**src/rtl/ptw_pkg.sv**
```systemverilog
package ptw_pkg;

  // strobes from sequencing control into the datapath
  typedef struct packed {
    logic captureReq;  // latch VA and compute entry address
    logic takeEntry;   // decode returned entry and present response
  } ptw_strobe_t;

  typedef enum logic [1:0] {
    ST_IDLE  = 2'd0,
    ST_ISSUE = 2'd1,
    ST_WAIT  = 2'd2
  } ptw_state_t;

endpackage

```
**src/rtl/ptw_ctrl.sv**
```systemverilog
module ptw_ctrl
  import ptw_pkg::*;
(
  input  logic        clk,
  input  logic        rstN,
  input  logic        reqValid,
  output logic        reqReady,
  output logic        memRdValid,
  input  logic        memRdReady,
  input  logic        memRspValid,
  output ptw_strobe_t strobe
);

  ptw_state_t state, stateNext;

  always_comb begin
    stateNext         = state;
    strobe            = '0;
    reqReady          = 1'b0;
    memRdValid        = 1'b0;
    unique case (state)
      ST_IDLE: begin
        reqReady = 1'b1;
        if (reqValid) begin
          strobe.captureReq = 1'b1;
          stateNext         = ST_ISSUE;
        end
      end
      ST_ISSUE: begin
        memRdValid = 1'b1;
        if (memRdReady) stateNext = ST_WAIT;
      end
      ST_WAIT: begin
        if (memRspValid) begin
          strobe.takeEntry = 1'b1;
          stateNext        = ST_IDLE;
        end
      end
      default: stateNext = ST_IDLE;
    endcase
  end

  always_ff @(posedge clk) begin
    if (!rstN) state <= ST_IDLE;
    else       state <= stateNext;
  end

  // one read per lookup: an accepted read is never followed by another at once
  assert_single_read_R4: assert property (@(posedge clk) disable iff (!rstN)
    memRdValid && memRdReady |=> !memRdValid);

  // a lookup accepted drops ready in the next cycle
  assert_busy_after_accept_R4: assert property (@(posedge clk) disable iff (!rstN)
    reqValid && reqReady |=> !reqReady);

endmodule

```
**src/rtl/ptw_datapath.sv**
```systemverilog
module ptw_datapath
  import ptw_pkg::*;
#(
  parameter int ADDR_W      = 32,
  parameter int ENTRY_W     = 32,
  parameter int PAGE_SHIFT  = 12,
  parameter int VALID_BIT   = 1,
  parameter int NS_BIT      = 3,
  parameter int REG_AW      = 12,
  parameter int BASE_OFFSET = 0
) (
  input  logic              clk,
  input  logic              rstN,
  input  logic              regWrEn,
  input  logic [REG_AW-1:0] regWrAddr,
  input  logic [ADDR_W-1:0] regWrData,
  output logic              tlbInvalidate,
  input  logic [ADDR_W-1:0] reqVa,
  input  ptw_strobe_t       strobe,
  output logic [ADDR_W-1:0] memRdAddr,
  input  logic [ENTRY_W-1:0] memRspData,
  output logic              rspValid,
  output logic [ADDR_W-1:0] rspPa,
  output logic              rspFault,
  output logic              rspNonSecure,
  output logic              faultValid,
  output logic [ADDR_W-1:0] faultVa,
  output logic [ENTRY_W-1:0] faultEntry
);

  localparam int VPN_W       = ADDR_W - PAGE_SHIFT;
  localparam int ENTRY_SHIFT = $clog2(ENTRY_W / 8);

  logic [ADDR_W-1:0] baseReg;
  logic [ADDR_W-1:0] vaReg;
  logic [ADDR_W-1:0] entryAddr;
  logic [VPN_W-1:0]  vpn;
  logic              baseHit;
  logic              entryOk;
  logic [ADDR_W-1:0] decodedPa;

  assign baseHit = regWrEn && (regWrAddr == REG_AW'(BASE_OFFSET));
  assign vpn     = reqVa[ADDR_W-1:PAGE_SHIFT];

  // base register and invalidate hook
  always_ff @(posedge clk) begin
    if (!rstN) begin
      baseReg       <= '0;
      tlbInvalidate <= 1'b0;
    end else begin
      tlbInvalidate <= baseHit;
      if (baseHit) baseReg <= regWrData;
    end
  end

  // entry address computation at request capture
  always_ff @(posedge clk) begin
    if (!rstN) begin
      vaReg     <= '0;
      entryAddr <= '0;
    end else if (strobe.captureReq) begin
      vaReg     <= reqVa;
      entryAddr <= baseReg + (ADDR_W'(vpn) << ENTRY_SHIFT);
    end
  end

  assign memRdAddr = entryAddr;

  // entry decode
  assign entryOk   = memRspData[VALID_BIT];
  assign decodedPa = {memRspData[ENTRY_W-1:PAGE_SHIFT], vaReg[PAGE_SHIFT-1:0]};

  always_ff @(posedge clk) begin
    if (!rstN) begin
      rspValid     <= 1'b0;
      rspPa        <= '0;
      rspFault     <= 1'b0;
      rspNonSecure <= 1'b0;
      faultValid   <= 1'b0;
      faultVa      <= '0;
      faultEntry   <= '0;
    end else begin
      rspValid   <= strobe.takeEntry;
      faultValid <= strobe.takeEntry && !entryOk;
      if (strobe.takeEntry) begin
        rspFault     <= !entryOk;
        rspPa        <= entryOk ? decodedPa : '0;
        rspNonSecure <= entryOk && memRspData[NS_BIT];
        faultVa      <= {vaReg[ADDR_W-1:PAGE_SHIFT], {PAGE_SHIFT{1'b0}}};
        faultEntry   <= memRspData;
      end
    end
  end

  // a good translation keeps the page offset of the captured address
  assert_offset_kept_R2: assert property (@(posedge clk) disable iff (!rstN)
    rspValid && !rspFault |-> rspPa[PAGE_SHIFT-1:0] == vaReg[PAGE_SHIFT-1:0]);

  // invalidate follows a base write by one cycle
  assert_inval_after_write_R6: assert property (@(posedge clk) disable iff (!rstN)
    baseHit |=> tlbInvalidate);

  // response is a single-cycle pulse
  assert_rsp_pulse_R8: assert property (@(posedge clk) disable iff (!rstN)
    rspValid |=> !rspValid);

endmodule

```
**src/rtl/ptw_flat_walker.sv**
```systemverilog
module ptw_flat_walker
  import ptw_pkg::*;
#(
  parameter int ADDR_W      = 32,
  parameter int ENTRY_W     = 32,
  parameter int PAGE_SHIFT  = 12,
  parameter int VALID_BIT   = 1,
  parameter int NS_BIT      = 3,
  parameter int REG_AW      = 12,
  parameter int BASE_OFFSET = 0
) (
  input  logic               clk,
  input  logic               rstN,
  input  logic               regWrEn,
  input  logic [REG_AW-1:0]  regWrAddr,
  input  logic [ADDR_W-1:0]  regWrData,
  output logic               tlbInvalidate,
  input  logic               reqValid,
  output logic               reqReady,
  input  logic [ADDR_W-1:0]  reqVa,
  output logic               memRdValid,
  input  logic               memRdReady,
  output logic [ADDR_W-1:0]  memRdAddr,
  input  logic               memRspValid,
  input  logic [ENTRY_W-1:0] memRspData,
  output logic               rspValid,
  output logic [ADDR_W-1:0]  rspPa,
  output logic               rspFault,
  output logic               rspNonSecure,
  output logic               faultValid,
  output logic [ADDR_W-1:0]  faultVa,
  output logic [ENTRY_W-1:0] faultEntry
);

  ptw_strobe_t strobe;

  ptw_ctrl u_ctrl (
    .clk         (clk),
    .rstN        (rstN),
    .reqValid    (reqValid),
    .reqReady    (reqReady),
    .memRdValid  (memRdValid),
    .memRdReady  (memRdReady),
    .memRspValid (memRspValid),
    .strobe      (strobe)
  );

  ptw_datapath #(
    .ADDR_W      (ADDR_W),
    .ENTRY_W     (ENTRY_W),
    .PAGE_SHIFT  (PAGE_SHIFT),
    .VALID_BIT   (VALID_BIT),
    .NS_BIT      (NS_BIT),
    .REG_AW      (REG_AW),
    .BASE_OFFSET (BASE_OFFSET)
  ) u_dp (
    .clk           (clk),
    .rstN          (rstN),
    .regWrEn       (regWrEn),
    .regWrAddr     (regWrAddr),
    .regWrData     (regWrData),
    .tlbInvalidate (tlbInvalidate),
    .reqVa         (reqVa),
    .strobe        (strobe),
    .memRdAddr     (memRdAddr),
    .memRspData    (memRspData),
    .rspValid      (rspValid),
    .rspPa         (rspPa),
    .rspFault      (rspFault),
    .rspNonSecure  (rspNonSecure),
    .faultValid    (faultValid),
    .faultVa       (faultVa),
    .faultEntry    (faultEntry)
  );

  // a stalled read keeps its request and address
  assert_read_hold_R7: assert property (@(posedge clk) disable iff (!rstN)
    memRdValid && !memRdReady |=> memRdValid && $stable(memRdAddr));

  // the fault report only accompanies a faulting response
  assert_fault_with_rsp_R3: assert property (@(posedge clk) disable iff (!rstN)
    faultValid |-> rspValid && rspFault);

endmodule

```
**config.mk**
```make
export PLATFORM = sky130hd
export DESIGN_NAME = ptw_flat_walker
export DESIGN_NICKNAME = d
export VERILOG_FILES = /design/src/rtl/ptw_pkg.sv /design/src/rtl/ptw_ctrl.sv /design/src/rtl/ptw_datapath.sv /design/src/rtl/ptw_flat_walker.sv
export SDC_FILE = /design/constraint.sdc
export NUM_CORES = 1
export LEC_CHECK = 0
export BUFFER_PORTS_ARGS = -buffer_cell sky130_fd_sc_hd__buf_2
export CAP_MARGIN = 20
export CORE_AREA = 5 5 137 139
export CTS_CLUSTER_SIZE = 10
export DETAILED_ROUTE_END_ITERATION = 12
export DIE_AREA = 0 0 142 144
export PLACE_DENSITY = 0.74
export SYNTH_ARGS = -nofsm -noshare
export SYNTH_HDL_FRONTEND = slang
export SYNTH_SLANG_ARGS = --single-unit
```
**constraint.sdc**
```tcl
create_clock -name clk -period 2.5 [get_ports clk]
set_clock_uncertainty 0.05 [all_clocks]
set_input_delay 0.5 -clock clk [delete_from_list [all_inputs] [get_ports clk]]
set_output_delay 0.5 -clock clk [all_outputs]
set_load 0.02 [all_outputs]
```
Word level (Yosys, flattened, before mapping). Index checks and enable logic that the tools add are counted.

Add/subtract/negate cells: 1. Equality and inequality tests: 5. Multiplexer cells: 11. Reductions and logical operators: 7.

Operator list (count): 32-bit by 22-bit adder with 32-bit output (1); 32-bit 2-to-1 mux (1); 12-bit logical NOT (1); 1-bit 2-to-1 mux (6); 2-bit 2-to-1 mux (3); 2-bit != test, second input constant (3); 2-bit case mux with 3 select lines (1); 1-bit logical AND (3); 3-bit AND reduction (1); 2-bit by 1-bit equality test with 1-bit output, second input constant (1); 2-bit equality test, second input constant (1); 2-bit logical NOT (1); 1-bit logical NOT (1).

Register bits: 187. Input bits: 114. Output and inout port bits: 135. Logic and storage cells: 36.

Depth between registers and ports, before layout.
Word-level depth: 3. Gate-level depth with buffers: 10.

By module. A second synthesis with hierarchy kept.

Cells, all modules: 820. Area, all modules: 7800.0 um^2.

Modules (own cells, without submodules): ptw_datapath (instances 1, cells each 808, area each 7694.9 um^2, sequential area each 3703.6 um^2); ptw_ctrl (instances 1, cells each 12, area each 105.1 um^2, sequential area each 40.0 um^2).

Worst setup path before layout. OpenSTA, ideal clock, no wires.

Path type: in2reg. Start: input port reqVa[12]. End: register u_dp.entryAddr[28], in the netlist u_dp.memRdAddr[28]. Arrival time: 2239 ps. Setup slack: 79 ps. Stages: 10. Path buffers: 0. Cell sequence: ha_1 -> inv_1 -> fa_1 -> nor2b_2 -> o31ai_4 -> a211oi_4 -> a211oi_2 -> nor3_2 -> xnor2_1 -> a21oi_1.

Word-level cells in the longest chain between the ends: 1.

Ends and longest elaborated chain: start, declared (line ptw_flat_walker.sv:20) `input logic [ADDR_W-1:0] reqVa,`; 32-bit by 22-bit adder with 32-bit output (line ptw_datapath.sv:63) `entryAddr <= baseReg + (ADDR_W'(vpn) << ENTRY_SHIFT);`; end signal, assigned (line ptw_datapath.sv:63); end, declared (line ptw_datapath.sv:36) `logic [ADDR_W-1:0] entryAddr;`.

Every way passes these cells. A chain may end at the register's enable or synchronous reset.

Worst setup path in the final report.
Start: register u_dp.baseReg[2]. End: register u_dp.entryAddr[30], in the netlist u_dp.memRdAddr[30].

Word-level cells in the longest chain between the ends: 1.

Ends and longest elaborated chain: start, declared (line ptw_datapath.sv:34) `logic [ADDR_W-1:0] baseReg;`; start signal, assigned (line ptw_datapath.sv:52) `if (baseHit) baseReg <= regWrData;`; 32-bit by 22-bit adder with 32-bit output (line ptw_datapath.sv:63).

Every way passes these cells.

==> flow_summary.yaml <==
clocking:
  clock_sinks: 187
  htreeDepth: 4
  clk_pin_slew_ns: 0.07
  insertion_delay_ns: 0.42
  root_buffer: "clkbuf_16"
  cts_buffers: 17
  cts_hold_buf: 0
  cts_buffer_depth: 2
  cts_tree: "yes"
  cts_resized: 0
synthesis:
  synthTopCellsByCount: "239 x nand2_1, 187 x dfxtp_1, 154 x a21oi_1"
  yosys_warnings: 0
  post-synth-top-count-cell: "nand2_1"
  synth_top_cell_area_share: 0.4810
  synth_ff_type: "dfxtp_1"
  synth_edf_count: 0
  syn_inst: 943
  ys_seq_area_frac: 0.4810
  async_flop_share: 0
  synth_area_leaders: "dfxtp_1 48%, nand2_1 12%, a21oi_1 9.9%"
  synth_top_cell_by_area: "dfxtp_1"
  yosysUniqueCellTypes: 58
  synth_area_um2: 7782
  postSynthAreaPerCell_um2: 8.253
  ys_ff_latch: 187
timing:
  slew_violations: 0
  fin_crit_sh: 0.9405
  worstMarginPinSlew_ns: 0.5896
  hold_ws_ns: 0.2538
  tns_ns: 0
  fin_ws_ns: 0.1487
  setup_violations: 0
  fmax_mhz: 425.3
  finalHoldViolCount: 0
  rsz0062_at_grt: "false"
  slew_headroom: 0.6069
  min_period_ns: 2.351
drt:
  vias: 7218
  vias_per_cell: 5.126
  drc: 0
  drt_first_pass_iters: 5
  ant_nets: 0
  drt_iter0_markers: 441
  wl_per_cell_um: 15.35
  routed_wl_mm: 21.61
worst_setup_path:
  cp-end-kind: "flop"
  path_max_fanout: 4
  cp.arrival_ns: 2.59
  cp.required_ns: 2.74
  crit_path_start_kind: "flop"
  critical_path_class: "reg -> reg"
place:
  place_ws_ns: -0.1414
  portBuffers: 236
  dp_hpwl_mm: 15.81
  gp_congestion: 0.8819
grt:
  grt_max_degree: 69
  grt.total_usage: 0.2064
  grt_overflow: 0
  grt_pass1_wl_mm: 33.94
  antenna_found_initial: 1
  first_global_vias: 6653
run:
  drv_cap: 0
finish:
  drive_above_1_share: 0.2680
  nets: 1302
  final_util: 0.5620
  final.fill_count: 1663
  diodes: 0
  synthToLayoutAreaGrowth_pct: 26.62
floorplanning:
  start_util: 0.4438
  ios: 249
  rows: 49
  die_x_um: 142
  coreArea_um2: 17530
  die_y_um: 144
  die_area_um2: 20450
status:
  status: "complete, no violations"
min_path:
  hold_class: "in -> reg"
power:
  power_density_nw_per_um2: 655.2
  cellLeakagePower_nw: 4.520
  peakVddDrop_mv: 0.4697
worst max-delay path, cell delays in order (launching register included):
cell      delay (ns)
dfxtp_1         0.33
ha_1            0.18
inv_1           0.06
fa_1            0.39
nor2b_2         0.19
o31ai_4         0.09
a211oi_4        0.34
a2111o_1        0.24
nand4_1         0.12
xor2_1          0.15
a21oi_1         0.08
per-stage QoR:
stage / total power (W) / cells / area [um^2]
after floorplan: 0.003521 / 954 / 7824
after global placement: 0.003766 / 1377 / 9256
after detailed placement: 0.003774 / 1377 / 9256
after CTS: 0.006513 / 1408 / 9854
after global routing: 0.006716 / 1408 / 9854
final: 0.006456 / 1408 / 9854
routing by layer:
metal,part of all wire,track usage
met1,0.42,0.2624
met4,0.020,0.06970
met5,0.00060,0
met2,0.47,0.3421
met3,0.094,0.05423
power breakdown:
group / switching, W / internal (W) / total (W) / leakage, nW
combinational: 0.000382 / 0.000215 / 0.000598 / 2.71
sequential: 0.0000466 / 0.00306 / 0.00311 / 1.52
clock: 0.00122 / 0.00153 / 0.00275 / 0.288
total: 0.00164 / 0.00481 / 0.00646 / 4.52
flip-flops by register name (all words and copies together), names as in the netlist:
register            cells
u_dp.tlbInvalidate      1
u_dp.vaReg             32
u_dp.rspPa             32
u_dp.rspValid           1
u_dp.faultEntry        32
u_dp.baseReg           32
u_ctrl.state            2
u_dp.faultVa           20
u_dp.memRdAddr         32
u_dp.rspFault           1
u_dp.rspNonSecure       1
u_dp.faultValid         1
final cells by class:
class	instances	area, um^2	area share
clock buffers	19	442.9	0.04495
clock inverters	12	155.1	0.01574
inverters	12	47.55	0.004825
multi-input cells	683	3710	0.3765
flip-flops and latches	187	3744	0.3799
well taps	229	286.5	0.02908
repair buffers	266	1469	0.1491
kinds of logic after synthesis:
logic type                 share of synthesized area
adders and majority gates                    0.03473
xor gates and xnor gates                     0.02363
other                                      0.0004819
buffers and inverters                        0.04871
AOI/OAI and AO/OA                             0.1746
muxes                                        0.04116
and+or+nand+nor                               0.1957
DFF                                           0.4810
path summary, 6_finish.rpt:
path                   startpoint                 end  slack [ns]  cells after the start
setup / recovery  u_dp.baseReg[2]  u_dp.memRdAddr[30]        0.15                     10
hold / removal      regWrData[29]    u_dp.baseReg[29]        0.25                      3
setup reg to reg  u_dp.baseReg[2]  u_dp.memRdAddr[30]        0.15                     10
hold reg to reg     u_dp.rspPa[8]       u_dp.rspPa[8]        0.40                      2
layout by cell type, fill, tap and decap left out, types with 7 or more instances in the layout:
cell type,count
nand2_1,238
buf_2,236
dfxtp_1,187
a21oi_1,154
nor2_1,63
mux2i_1,32
nand3_1,28
o21ai_0,26
buf_4,25
ha_1,20
clkbuf_16,17
xnor2_1,12
conb_1,12
inv_1,11
xor2_1,9
a211oi_1,7
timing repair:
item | 4_1_cts | 5_1_grt
hold endpoints to repair | 0 | 0
setup buffers | 0 | 0
endpoints found under the setup margin | 0 | 3
No activity file was read; power rests on OpenSTA's default activity.
